**config.mk**
```make
export PLATFORM = sky130hd
export DESIGN_NAME = msq_sequencer
export DESIGN_NICKNAME = d
export VERILOG_FILES = /design/src/rtl/msq_pkg.sv /design/src/rtl/msq_pwm_core.sv /design/src/rtl/msq_step_ctr.sv /design/src/rtl/msq_switch_map.sv /design/src/rtl/msq_sequencer.sv
export SDC_FILE = /design/constraint.sdc
export NUM_CORES = 1
export LEC_CHECK = 0
export BUFFER_PORTS_ARGS = -buffer_cell sky130_fd_sc_hd__buf_2
export CORE_MARGIN = 2
export CORE_UTILIZATION = 56
export CTS_CLUSTER_DIAMETER = 40
export DETAILED_ROUTE_END_ITERATION = 8
export PLACE_DENSITY = 0.81
export SLEW_MARGIN = 10
export SYNTH_ARGS = -nofsm -noshare
export SYNTH_HDL_FRONTEND = slang
export SYNTH_SLANG_ARGS = --single-unit
```
**constraint.sdc**
```tcl
create_clock -name clk -period 3.1 [get_ports clk]
set_input_delay 0.465 -clock clk [delete_from_list [all_inputs] [get_ports clk]]
set_output_delay 0.465 -clock clk [all_outputs]
set_load 0.05 [all_outputs]
```
**src/rtl/msq_pkg.sv**
```systemverilog
package msq_pkg;
  localparam int NUM_SW = 5;
  localparam int SW_CHG = 0;   // phase A switch
  localparam int SW_EVN = 1;   // phase B, steps 0 and 2
  localparam int SW_ODD = 2;   // phase B, steps 1 and 3
  localparam int SW_ST1 = 3;   // phase B, step 1 only
  localparam int SW_ST3 = 4;   // phase B, step 3 only

  // Dead time limited to [1, dmax]
  function automatic int clamp_dead(int req, int dmax);
    if (req < 1) return 1;
    if (req > dmax) return dmax;
    return req;
  endfunction

  // Duty limited so both phases keep at least one active clock
  function automatic int clamp_duty(int req, int dead, int period);
    int hi;
    hi = period - 2 * dead - 1;
    if (req < 1) return 1;
    if (req > hi) return hi;
    return req;
  endfunction
endpackage

```
**src/rtl/msq_pwm_core.sv**
```systemverilog
module msq_pwm_core #(
  parameter int PERIOD   = 20,
  parameter int DEAD_MAX = 4,
  parameter int CNT_W    = 5,
  parameter int DEAD_W   = 3
) (
  input  logic              clk,
  input  logic              rst_n,
  input  logic [CNT_W-1:0]  duty_in,
  input  logic [DEAD_W-1:0] dead_in,
  output logic              period_wrap,
  output logic              phase_a,
  output logic              phase_b
);
  import msq_pkg::*;
  localparam logic [CNT_W-1:0] LAST = CNT_W'(PERIOD - 1);

  logic [CNT_W-1:0]  ramp;
  logic [CNT_W-1:0]  duty_q;
  logic [DEAD_W-1:0] dead_q;
  int                dead_nx;

  assign period_wrap = (ramp == LAST);
  assign dead_nx     = clamp_dead(int'(dead_in), DEAD_MAX);

  // Reset parks the ramp on its last count with zero duty, so both phases
  // stay low and the first edge after release opens a fresh period.
  always_ff @(posedge clk or negedge rst_n) begin
    if (!rst_n) begin
      ramp   <= LAST;
      duty_q <= '0;
      dead_q <= DEAD_W'(1);
    end else if (period_wrap) begin
      ramp   <= '0;
      dead_q <= DEAD_W'(dead_nx);
      duty_q <= CNT_W'(clamp_duty(int'(duty_in), dead_nx, PERIOD));
    end else begin
      ramp <= ramp + 1'b1;
    end
  end

  always_comb begin
    int r, d, t;
    r = int'(ramp);
    d = int'(duty_q);
    t = int'(dead_q);
    phase_a = (r < d);
    phase_b = (r >= d + t) && (r < PERIOD - t);
  end
endmodule

```
**src/rtl/msq_step_ctr.sv**
```systemverilog
module msq_step_ctr #(
  parameter int STEPS = 4,
  parameter int IDX_W = 2
) (
  input  logic             clk,
  input  logic             rst_n,
  input  logic             advance,
  output logic [IDX_W-1:0] step_idx,
  output logic [STEPS-1:0] step_hot
);
  logic primed;

  // The first period start after reset only arms the counter.
  always_ff @(posedge clk or negedge rst_n) begin
    if (!rst_n) begin
      step_idx <= '0;
      primed   <= 1'b0;
    end else if (advance) begin
      if (primed) step_idx <= step_idx + 1'b1;
      primed <= 1'b1;
    end
  end

  for (genvar i = 0; i < STEPS; i++) begin : g_dec
    assign step_hot[i] = (step_idx == IDX_W'(i));
  end
endmodule

```
**src/rtl/msq_switch_map.sv**
```systemverilog
module msq_switch_map
  import msq_pkg::*;
(
  input  logic              phase_a,
  input  logic              phase_b,
  input  logic [3:0]        step_hot,
  output logic [NUM_SW-1:0] sw_en
);
  always_comb begin
    sw_en         = '0;
    sw_en[SW_CHG] = phase_a;
    sw_en[SW_EVN] = phase_b & (step_hot[0] | step_hot[2]);
    sw_en[SW_ODD] = phase_b & (step_hot[1] | step_hot[3]);
    sw_en[SW_ST1] = phase_b & step_hot[1];
    sw_en[SW_ST3] = phase_b & step_hot[3];
  end
endmodule

```
**src/rtl/msq_sequencer.sv**
```systemverilog
module msq_sequencer #(
  parameter int PERIOD   = 20,
  parameter int DEAD_MAX = 4,
  parameter int CNT_W    = $clog2(PERIOD),
  parameter int DEAD_W   = $clog2(DEAD_MAX + 1)
) (
  input  logic              clk,
  input  logic              rst_n,
  input  logic [CNT_W-1:0]  duty_in,
  input  logic [DEAD_W-1:0] dead_in,
  output logic [4:0]        sw_en,
  output logic              phase_a,
  output logic              phase_b,
  output logic [1:0]        step_idx
);
  logic       period_wrap;
  logic [3:0] step_hot;

  msq_pwm_core #(
    .PERIOD(PERIOD), .DEAD_MAX(DEAD_MAX), .CNT_W(CNT_W), .DEAD_W(DEAD_W)
  ) u_pwm (
    .clk(clk), .rst_n(rst_n), .duty_in(duty_in), .dead_in(dead_in),
    .period_wrap(period_wrap), .phase_a(phase_a), .phase_b(phase_b)
  );

  msq_step_ctr #(.STEPS(4), .IDX_W(2)) u_step (
    .clk(clk), .rst_n(rst_n), .advance(period_wrap),
    .step_idx(step_idx), .step_hot(step_hot)
  );

  msq_switch_map u_map (
    .phase_a(phase_a), .phase_b(phase_b), .step_hot(step_hot), .sw_en(sw_en)
  );
endmodule

```
-- Word-level counts from Yosys, hierarchy flattened
Index checks and enable logic that the tools add are counted.
- register bits: 16
- input port bits: 10
- logic and storage cells: 48
- reduce and logical (&&, ||, !) cells: 3
- add/subtract/negate cells: 6
- equal/unequal tests: 4
- bitwise operators: 6
- $lt $le $gt $ge: 7
- multiplexer cells: 17
- operators with widths (operator ; count):
    2-to-1 mux 31 bit ; 2
    greater-or-equal comparator 6 x 32 -> 1 bit ; 1
    greater-than comparator 6 x 32 -> 1 bit ; 1
    < comparator 6 x 32 -> 1 bit ; 1
    subtractor 32 x 2 -> 32 bit, second input constant ; 1
    subtractor 6 x 32 -> 32 bit, first input constant ; 1
    2-to-1 mux 5 bit ; 4
    2-to-1 mux 1 bit ; 10
    adder 5 x 3 -> 6 bit ; 1
    subtractor 5 x 3 -> 6 bit, first input constant ; 1
    adder 5 x 1 -> 5 bit, second input constant ; 1
    equality test 5 bit, second input constant ; 1
    < comparator 5 x 1 -> 1 bit, second input constant ; 1
    < comparator 5 bit ; 1
    bitwise AND 1 bit ; 4
    equality test 2 bit, second input constant ; 2
    greater-than comparator 3 bit, second input constant ; 1
    < comparator 3 x 1 -> 1 bit, second input constant ; 1
    2-to-1 mux 3 bit ; 1
    adder 2 x 1 -> 2 bit, second input constant ; 1
    equality test 2 x 1 -> 1 bit, second input constant ; 1
    logical NOT 2 bit ; 1
    OR 1 bit ; 2
    AND reduction 2 bit ; 1
    logical AND 1 bit ; 1

-- Longest topological paths before layout
Gate-level depths: netlist (run 1).
- word-level depth: 13
- depth in mapped cells: 11
- depth with buffers taken out: 11

-- Hierarchy
Synthesis (run 1) repeated with hierarchy kept, for this count alone.
- cell total of the unflattened synthesis: 140
- area total of the unflattened synthesis: 1336.3 um^2
- modules (own cells, without submodules) (module ; instances ; cells each ; sequential area each (um^2) ; area each (um^2)):
    msq_pwm_core ; 1 ; 122 ; 330.3 ; 1132.3
    msq_step_ctr ; 1 ; 13 ; 75.1 ; 168.9
    msq_switch_map ; 1 ; 5 ; 0.0 ; 35.0

-- Least setup slack after synthesis (run 1)
No wires, ideal clock.
- path kind: reg-to-output
- start point: reg u_pwm.dead_q[0]
- end point: out sw_en[1]
- buffers on the path: 0
- stages on the path, launching flop included: 12
- arrival: 2.670 ns
- setup slack: -0.035 ns
- data required time: 2.635 ns
- cell sequence: dfstp_2 ha_1 inv_1 fa_1 nor2b_1 o21ai_0 xnor2_1 ha_1 nor2_1 nor2_1 o21ai_0 nor2_1
- cells in the longest elaborated chain, start to end: 4
- elaborated cells between the ends (all ways): 6
- classes of those cells: add/sub (2); order compare (2); bitwise (1); reduce/logical (1)
- RTL lines (what ; line ; source):
    start, declared ; msq_pwm_core.sv:20 ; logic [DEAD_W-1:0] dead_q;
    start signal, assigned ; msq_pwm_core.sv:35 ; dead_q <= DEAD_W'(dead_nx);
    adder 5 x 3 -> 6 bit or subtractor 5 x 3 -> 6 bit (tied branches) ; msq_pwm_core.sv:48 ; phase_b = (r >= d + t) && (r < PERIOD - t);
    greater-or-equal comparator 6 x 32 -> 1 bit or < comparator 6 x 32 -> 1 bit (tied branches) ; msq_pwm_core.sv:48 ;
    logical AND 1 bit (*) ; msq_pwm_core.sv:48 ;
    bitwise AND 1 bit (*) ; msq_switch_map.sv:12 ; sw_en[SW_EVN] = phase_b & (step_hot[0] | step_hot[2]);
    end, declared ; msq_sequencer.sv:11 ; output logic [4:0] sw_en,
Mark *: on every way between the ends. The rest lies on a longest branch, timed or not.

-- Worst setup path after layout (run 1)
- start point: reg u_pwm.dead_q[0]
- end point: out phase_b
- cells in the longest elaborated chain, start to end: 3
- elaborated cells between the ends (all ways): 5
- classes of those cells: add/sub (2); order compare (2); reduce/logical (1)
- RTL lines (what ; line ; source):
    adder 5 x 3 -> 6 bit or subtractor 5 x 3 -> 6 bit (tied branches) ; msq_pwm_core.sv:48 ;
    greater-or-equal comparator 6 x 32 -> 1 bit or < comparator 6 x 32 -> 1 bit (tied branches) ; msq_pwm_core.sv:48 ;
    logical AND 1 bit (*) ; msq_pwm_core.sv:48 ;
    end, declared ; msq_sequencer.sv:13 ; output logic phase_b,
Marks and branches as above.

==> impl_summary.md, run 1 <==
Status
The run finished, with violations left. The checks that failed: setup timing.

Floorplan
In this run the core area contains 17 standard-cell rows. The initial utilization of the core area, before any placement, comes to 0.600. The area of the die is 0.00282 sq mm. The total area inside the core boundary comes to 0.00225 sq mm. The width of the die is 53.1 um. During I/O placement, the number of pins put on the boundary was 19.

The y dimension of the die is 53.1 um.

Worst setup path
STA classifies the critical path endpoint as an output pin. The capture point of the worst reg-to-reg path is u_pwm.duty_q[0]. The kind of start point of the critical path is a flip-flop.

The number of buffers and inverters on the critical path is 2. The highest net fanout along the worst path is 5. The worst register-to-register path begins at u_pwm.ramp[1]. In this design, the critical path's most frequently occurring cell is sky130_fd_sc_hd__o21ai_1. The worst register-to-register path has a depth of 4. The slack of the worst reg-to-reg path is 1.15 ns. The slowest library cell on the worst path is sky130_fd_sc_hd__dfstp_2. The family with the most delay on the worst path is adder cells. Data on the critical path arrives at its endpoint at 2.65 ns. Walking the worst path, the cells encountered are ha_4 > inv_2 > fa_2 > nor2b_1 > o21ai_1 > xnor2_1 > ha_2 > a211oi_1 > o21ai_1 > o211ai_2 > nor3_2 > buf_6. The delay of the slowest cell on the worst path is 0.57 ns. The critical path is of the flip-flop to output pin type.

At the worst endpoint, the required time is 2.63 ns.

Clocking
The clock slew seen by the registers of the worst setup and hold paths is 0.10 ns. The number of sinks driven by the clock tree is 16. The latest clock arrival within the worst-skew pair is 0.29 ns.

The number of buffers added by the clock tree synthesis step is 3. The H-tree depth is 1. The count of hold-fix buffers inserted at cts is 0.

TritonCTS built the clock tree. Counting along the longest clock path gives a buffer depth of 2. The buffer type at the clock tree root is sky130_fd_sc_hd__clkbuf_4.

Placement
The HPWL reported at the end of detailed placement is 2.15 mm. OpenSTA, run right after detailed placement, puts the worst setup slack at 0.0976 ns. After detailed placement, the design holds a cell count of 186. During placement, the flow inserted port buffers numbering 18. The congestion estimate from routability-driven global placement came to 0.854.

Timing
The share of the clock period used by the worst path is 1.01. The clock arrives with 0.00507 ns of skew. The max-slew violation total from the final report is 0.

Timing would allow up to 321 MHz. The number of hold-slack violations in the final timing report was 0. The final total negative setup slack is -0.0221 ns. The transition at the pin with the smallest max-transition slack is 0.463 ns.

The max-slew headroom at the worst pin is 0.689. The time the final worst path needs with I/O delays and setup is 3.12 ns. The setup-violating endpoint count in the final report is 3. Setup repair after global routing could not meet its margin everywhere.

The worst path setup slack after routing is -0.0183 ns.

Cells and area
The number of diodes added for antenna fixing is 0. The area overhead of the layout relative to synthesis is 16.7%. In the final layout, the share of cells above drive strength 1 is 0.280. Measured on the finished design, the core utilization comes to 0.700. In the final design database the tool counted 203 nets.

The non-filler instance count after layout is 192.

GRT
The total global routing track utilization is 0.226. The first global-routing pass estimated 4.56 mm of wire. The initial antenna violation count came to 0. The number of global-route vias before repair is 1,095.

The total overflow left after global routing is 0. Entering global routing, the biggest net connects 17 pins.

Yosys
The mean area per synthesized cell is 9.52 sq um. The share of the synthesized area in compound gates (AO/OA/AOI/OAI) is 0.163. In this run the cell area of the synthesized design comes to 0.00135 sq mm. The post-synthesis share of cell area spent on and, or, nand and nor gates is 0.132. The share of the Yosys chip area taken by registers is 0.300. Of the total synthesized cell area, the portion taken by XOR and XNOR cells is 0.0389.

The number of different library cells used by synthesis comes to 36. The synthesized design contains 0 enable-type register cells. The count of yosys warnings during synthesis is 0. The most instantiated flip-flop cell in the synthesis netlist is sky130_fd_sc_hd__dfrtp_1. The fraction of synthesized area in multiplexers is 0.0453. Of the total synthesized cell area, the portion taken by full adders, half adders and majority gates is 0.265. In this run, synthesis produced a sequential element count of 16. When the netlist entered floorplanning its net count stood at 180. The dominant combinational cell family by area after synthesis is adder cells.

After technology mapping, the gate count stands at 142. For this run, asynchronously set or reset flops after synthesis account for 1.00.

Drt
The remaining antenna violation count after routing is 0. The total DRC errors in the routed layout is 0. Dividing the detail-routed wire length by the instance count gives 13.9 um. After detailed routing, the total wire length is 2.66 mm. The routed layout has 1,086 vias. The length of the first detailed-routing pass in iterations is 4.

The detailed router finished its first iteration with 12 violations. Dividing the detail-routed via count by the number of cells gives 5.66.

Power
Of the total power, the share spent switching nets is 0.373. The internal power of the cells totals 388 uW. The clock network power share is 0.228. The leakage power of the design is 0.774 nW.

The maximum vdd ir drop is 0.000346 V. The part of the power in combinational logic is 0.407. The power density over the cells is 392 mW/mm^2.

The post-route total power is 619 uW. The share of total power dissipated in sequential elements is 0.364. The net switching power is 231 uW.

Hold path
The kind of path behind the tightest hold check is input port to asynchronous set/reset pin.

Run
The number of maximum-capacitance constraint violations is 0.
==> what timing repair did <==
action,in CTS,in global routing
pin swaps,5,5
setup endpoints to repair,5,5
gates resized for setup,19,1
setup buffers,2,0
endpoints found under the hold margin,0,0
==> routing by layer <==
layer  wire length, um  track usage  up-vias
met1              1030        0.219      504
met5                 0            0        -
li1                  -            -      536
met2              1430        0.423       32
met3               105       0.0480       14
met4                95        0.150        0
==> cell usage after synthesis (all sizes together) (2+ instances only) <==
cell | count | area share
a211oi | 2 | 0.015
xnor2 | 5 | 0.032
mux2i | 5 | 0.037
nand2 | 12 | 0.033
ha | 27 | 0.25
nor2b | 3 | 0.014
dfrtp | 12 | 0.22
nand3 | 2 | 0.0074
a21o | 3 | 0.017
nor2 | 10 | 0.028
o21ai | 13 | 0.056
o22ai | 4 | 0.018
nand2b | 2 | 0.0092
a21oi | 4 | 0.015
dfstp | 4 | 0.078
buf | 2 | 0.0092
inv | 17 | 0.047
==> per-stage QoR <==
step | area [sq um] | hold WS, ns
6_report | 1580 | 0.0659
5_1_grt | 1580 | 0.0869
4_1_cts | 1580 | 0.0772
3_5_place_dp | 1470 | 0.395
3_3_place_gp | 1470 | 0.385
2_1_floorplan | 1360 | 0.169
==> worst max-delay path by stage <==
stage / from / endpoint / slack [ns] / cells past startpoint
2_1_floorplan: u_pwm.dead_q[0] / sw_en[3] / 0.0004 / 9
3_3_place_gp: u_pwm.dead_q[0] / sw_en[1] / 0.20 / 12
3_5_place_dp: u_pwm.dead_q[0] / sw_en[2] / 0.1 / 12
4_1_cts: u_pwm.dead_q[0] / phase_b / -0.06 / 12
5_1_grt: u_pwm.dead_q[0] / phase_b / -0.14 / 12
6_report: u_pwm.dead_q[0] / phase_b / -0.02 / 12
==> placed cells by master (no fill, tap or decap), types with 4 or more instances in the layout <==
cell and instances:
sky130_fd_sc_hd__dfrtp_1 12, sky130_fd_sc_hd__nor2_2 5, sky130_fd_sc_hd__o22ai_1 4, sky130_fd_sc_hd__a21oi_1 4, sky130_fd_sc_hd__nor2_1 5, sky130_fd_sc_hd__nand2_1 12, sky130_fd_sc_hd__buf_6 5, sky130_fd_sc_hd__inv_1 16
sky130_fd_sc_hd__xnor2_1 5, sky130_fd_sc_hd__mux2i_1 5, sky130_fd_sc_hd__buf_2 13, sky130_fd_sc_hd__dfstp_2 4, sky130_fd_sc_hd__o21ai_0 9, sky130_fd_sc_hd__ha_1 25
==> power by group through the flow <==
stage,Clock (mW),Combinational [mW],Sequential [mW]
after floorplan,0,0.177,0.227
after global placement,0,0.215,0.229
after detailed placement,0,0.225,0.229
after CTS,0.143,0.253,0.226
after global routing,0.151,0.279,0.227
final,0.141,0.252,0.226
==> flip-flops by register name, indices dropped and copies added, names as in the netlist <==
register         cells
u_pwm.duty_q         5
u_pwm.ramp           5
u_pwm.dead_q         3
u_step.step_idx      2
u_step.primed        1
==> final cells by class <==
cell class,count,area (sq um)
Sequential cell,16,405
Timing Repair Buffer,20,136
Fill cell,181,677
Clock buffer,4,36.3
Tap cell,28,35.0
Inverter,17,63.8
Multi-Input combinational cell,107,901
==> logic make-up after synthesis <==
kind of cell | after synthesis
xor gates and xnor gates | 6
and+or+nand+nor | 35
buffers and inverters | 19
adders and majority gates | 28
AOI/OAI and AO/OA | 32
muxes | 6
DFF | 16
Power figures use the tool's default switching activity.
==> inputs of run 2 (changes only) <==
- CORE_UTILIZATION: 56 -> 55
- PLACE_DENSITY: 0.81 -> 0.77
==> impl_summary.md, run 2 (synthesized netlist as in run 1, its figures left out) <==
Cells and area
Measured on the finished design, the core utilization comes to 0.699. The area growth from synthesis to layout is 17.7%. Of the cells placed in the final design, the portion with a size suffix greater than 1 is 0.285. The largest registers in the layout are u_pwm.duty_q (5), u_pwm.ramp (5), u_pwm.dead_q (3). The leading cell type in the layout, fill and taps excluded is sky130_fd_sc_hd__ha_1. The library cells used most frequently in the layout, excluding fill and tap cells, are sky130_fd_sc_hd__ha_1 (25), sky130_fd_sc_hd__inv_1 (16), sky130_fd_sc_hd__buf_2 (13). The number of diodes added for antenna fixing is 0. The total number of nets in the final design is 204.

Worst setup path
The cell that appears most often on the critical path is sky130_fd_sc_hd__o21ai_1. In this run the critical register-to-register path is launched from u_pwm.ramp[1]. The critical path ends at phase_b. The number of buffers and inverters on the critical path is 2. The critical path in this run is classified as flip-flop to output pin. The critical path starts at u_pwm.dead_q[0].

The cell count along the critical path is 12. The worst register-to-register path ends at u_pwm.duty_q[0]. On the critical path the largest part of the delay comes from adder cells. The worst endpoint required time is 2.63 ns. The slowest library cell on the worst path is sky130_fd_sc_hd__dfstp_2. The worst register-to-register path has a setup slack of 1.16 ns.

In this run the worst path has a maximum fanout of 5. The sort of element at the end of the critical path is an output pin. The arrival time at the worst endpoint is 2.66 ns. The number of cells on the worst reg-to-reg path is 4. The kind of start point of the critical path is a flip-flop. The largest single stage delay on the critical path is 0.57 ns. Walking the worst path, the cells encountered are ha_4 > inv_2 > fa_2 > nor2b_1 > o21ai_1 > xnor2_1 > ha_2 > a211oi_2 > o21ai_1 > o211ai_2 > nor3_2 > buf_6.

Clocking
Clock latency on the worst-skew pair, taken at its later pin, is 0.29 ns. CTS placed an instance of sky130_fd_sc_hd__clkbuf_4 at the clock tree root. After clock tree synthesis, the clock-pin slew on the worst setup and hold paths is 0.10 ns.

After clock tree synthesis, the flow added hold-fix buffers numbering 0. The number of buffers on the longest clock path is 2. Counting the buffers created by CTS gives 3. The clock tree from TritonCTS is yes. The tree built by TritonCTS fans out to 16 sinks. The H-tree depth is 1.

Drt
The via density per instance is 5.68. After detailed routing, the average wire length per cell comes to 14.1 um. In the routed design, unresolved DRC markers number 0. The routed layout has 1,097 vias. The first routing iteration left 13 violations. The remaining antenna violation count after routing is 0. The wire length after detailed routing is 2.72 mm.

The length of the first detailed-routing pass in iterations is 4.

Floorplan
The floorplan step defined a core boundary enclosing 0.00228 sq mm. The initial standard-cell utilization of the core is 0.594. The y dimension of the die is 53.6 um. The top-level port count is 19.

The die covers 0.00287 sq mm. The width of the die is 53.6 um. The initialized floorplan defines 17 standard-cell rows.

Timing
The max-slew headroom at the worst pin is 0.700. The max-slew violation total from the final report is 0. Setup repair after global routing could not meet its margin everywhere. Setup violations remaining at the end of the flow were counted as 5. In the finished design, the share of the clock period the worst path needs comes to 1.01. At the pin with the least slew margin, the transition time is 0.448 ns. The worst path setup slack after routing is -0.0276 ns. The number of hold-slack violations in the final timing report is 0.

Counting I/O delays and the setup requirement, the final critical path takes 3.13 ns. For this run, the top clock speed supported by timing is 320 MHz. Across the routed clock network, the largest skew measured is 0.00310 ns.

Final hold analysis gives a worst-case slack of 0.0726 ns.

GRT
The initial antenna violation count was 0. After global routing the overflow that remains totals 0. Entering global routing, the biggest net connects 17 pins. In the global route stage, overall resource usage came out at 0.235.

The number of global-route vias before repair was 1,163. The global-route wire length before repair is 4.82 mm.

Power
VDD sags by at most 0.000289 V. The leakage power of the design is 0.779 nW. For this design the ratio of total power to cell area is 382 mW/mm^2.

Placement
The HPWL reported at the end of detailed placement is 2.17 mm. Port buffering added 18 buffers. At the end of routability-driven placement, the weighted congestion stood at 0.847.

Run
The tool flagged a number of max-cap violations equal to 0.

Hold path
The kind of path behind the tightest hold check is input port to asynchronous set/reset pin.

Status
The final reports fail on setup timing. The run finished, with violations left.
-- run 2: cell count changes in the layout (fill, tap and decap cells not counted), sizes merged --
| cell | delta |
|---|---|
| buf | +1 |
-- run 2: through the flow --
| step | setup slack [ns] | std cells | setup TNS, ns | area, sq um | total power, mW |
|---|---|---|---|---|---|
| finish | -0.0276 | 193 | -0.0859 | 1590 | 0.608 |
| global route | -0.141 | 193 | -0.647 | 1590 | 0.644 |
| CTS | -0.111 | 192 | -0.279 | 1570 | 0.602 |
| detailed placement | 0.0609 | 186 | 0 | 1470 | 0.456 |
| global placement | 0.197 | 186 | 0 | 1470 | 0.445 |
| floorplan | 0.000387 | 142 | 0 | 1360 | 0.404 |
-- run 2: metal layers --
metal  GRT usage  routed length [um]  share of wire  up-vias
met2       0.461                1420           0.52       30
met1       0.246                1160           0.43      519
met3      0.0250                  71          0.026        8
met4       0.111                  65          0.024        0
met5           0                   0              0        -
li1            -                   -              -      540
-- run 2: how the worst min path moves through the flow --
stage,startpoint,to,slack [ns],depth (start not counted)
after floorplan,rst_n,u_pwm.dead_q[1],0.17,0
final,rst_n,u_pwm.duty_q[2],0.07,1
after detailed placement,rst_n,u_pwm.ramp[3],0.40,1
after CTS,rst_n,u_step.step_idx[0],0.08,1
after global routing,rst_n,u_pwm.ramp[3],0.09,1
after global placement,rst_n,u_step.step_idx[0],0.39,1
-- run 2: worst reg2reg max path, delay by kind of cell (launching register included) --
family,cells,cell delay [ns]
DFF,1,0.60
AOI/OAI and AO/OA,2,0.50
adders and majority gates,1,0.27
and+or+nand+nor,1,0.46
-- run 2: timing repair --
action / 4_1_cts / 5_1_grt
endpoints found under the setup margin: 5 / 5
buffers inserted: 2 / 1
pin swaps: 12 / 7
resized for setup: 21 / 4
hold endpoints to repair: 0 / 0
-- run 2: cell type report --
type                            count  area, sq um
Tap cell                           28         35.0
Sequential cell                    16          405
Clock buffer                        4         26.3
Inverter                           17         63.8
Timing Repair Buffer               21          144
Multi-Input combinational cell    107          917
Fill cell                         182          684
-- run 2: power by group --
part	internal [mW]	switching, mW
registers	0.219	0.00685
logic	0.103	0.160
clock network	0.0501	0.0691
total	0.372	0.236
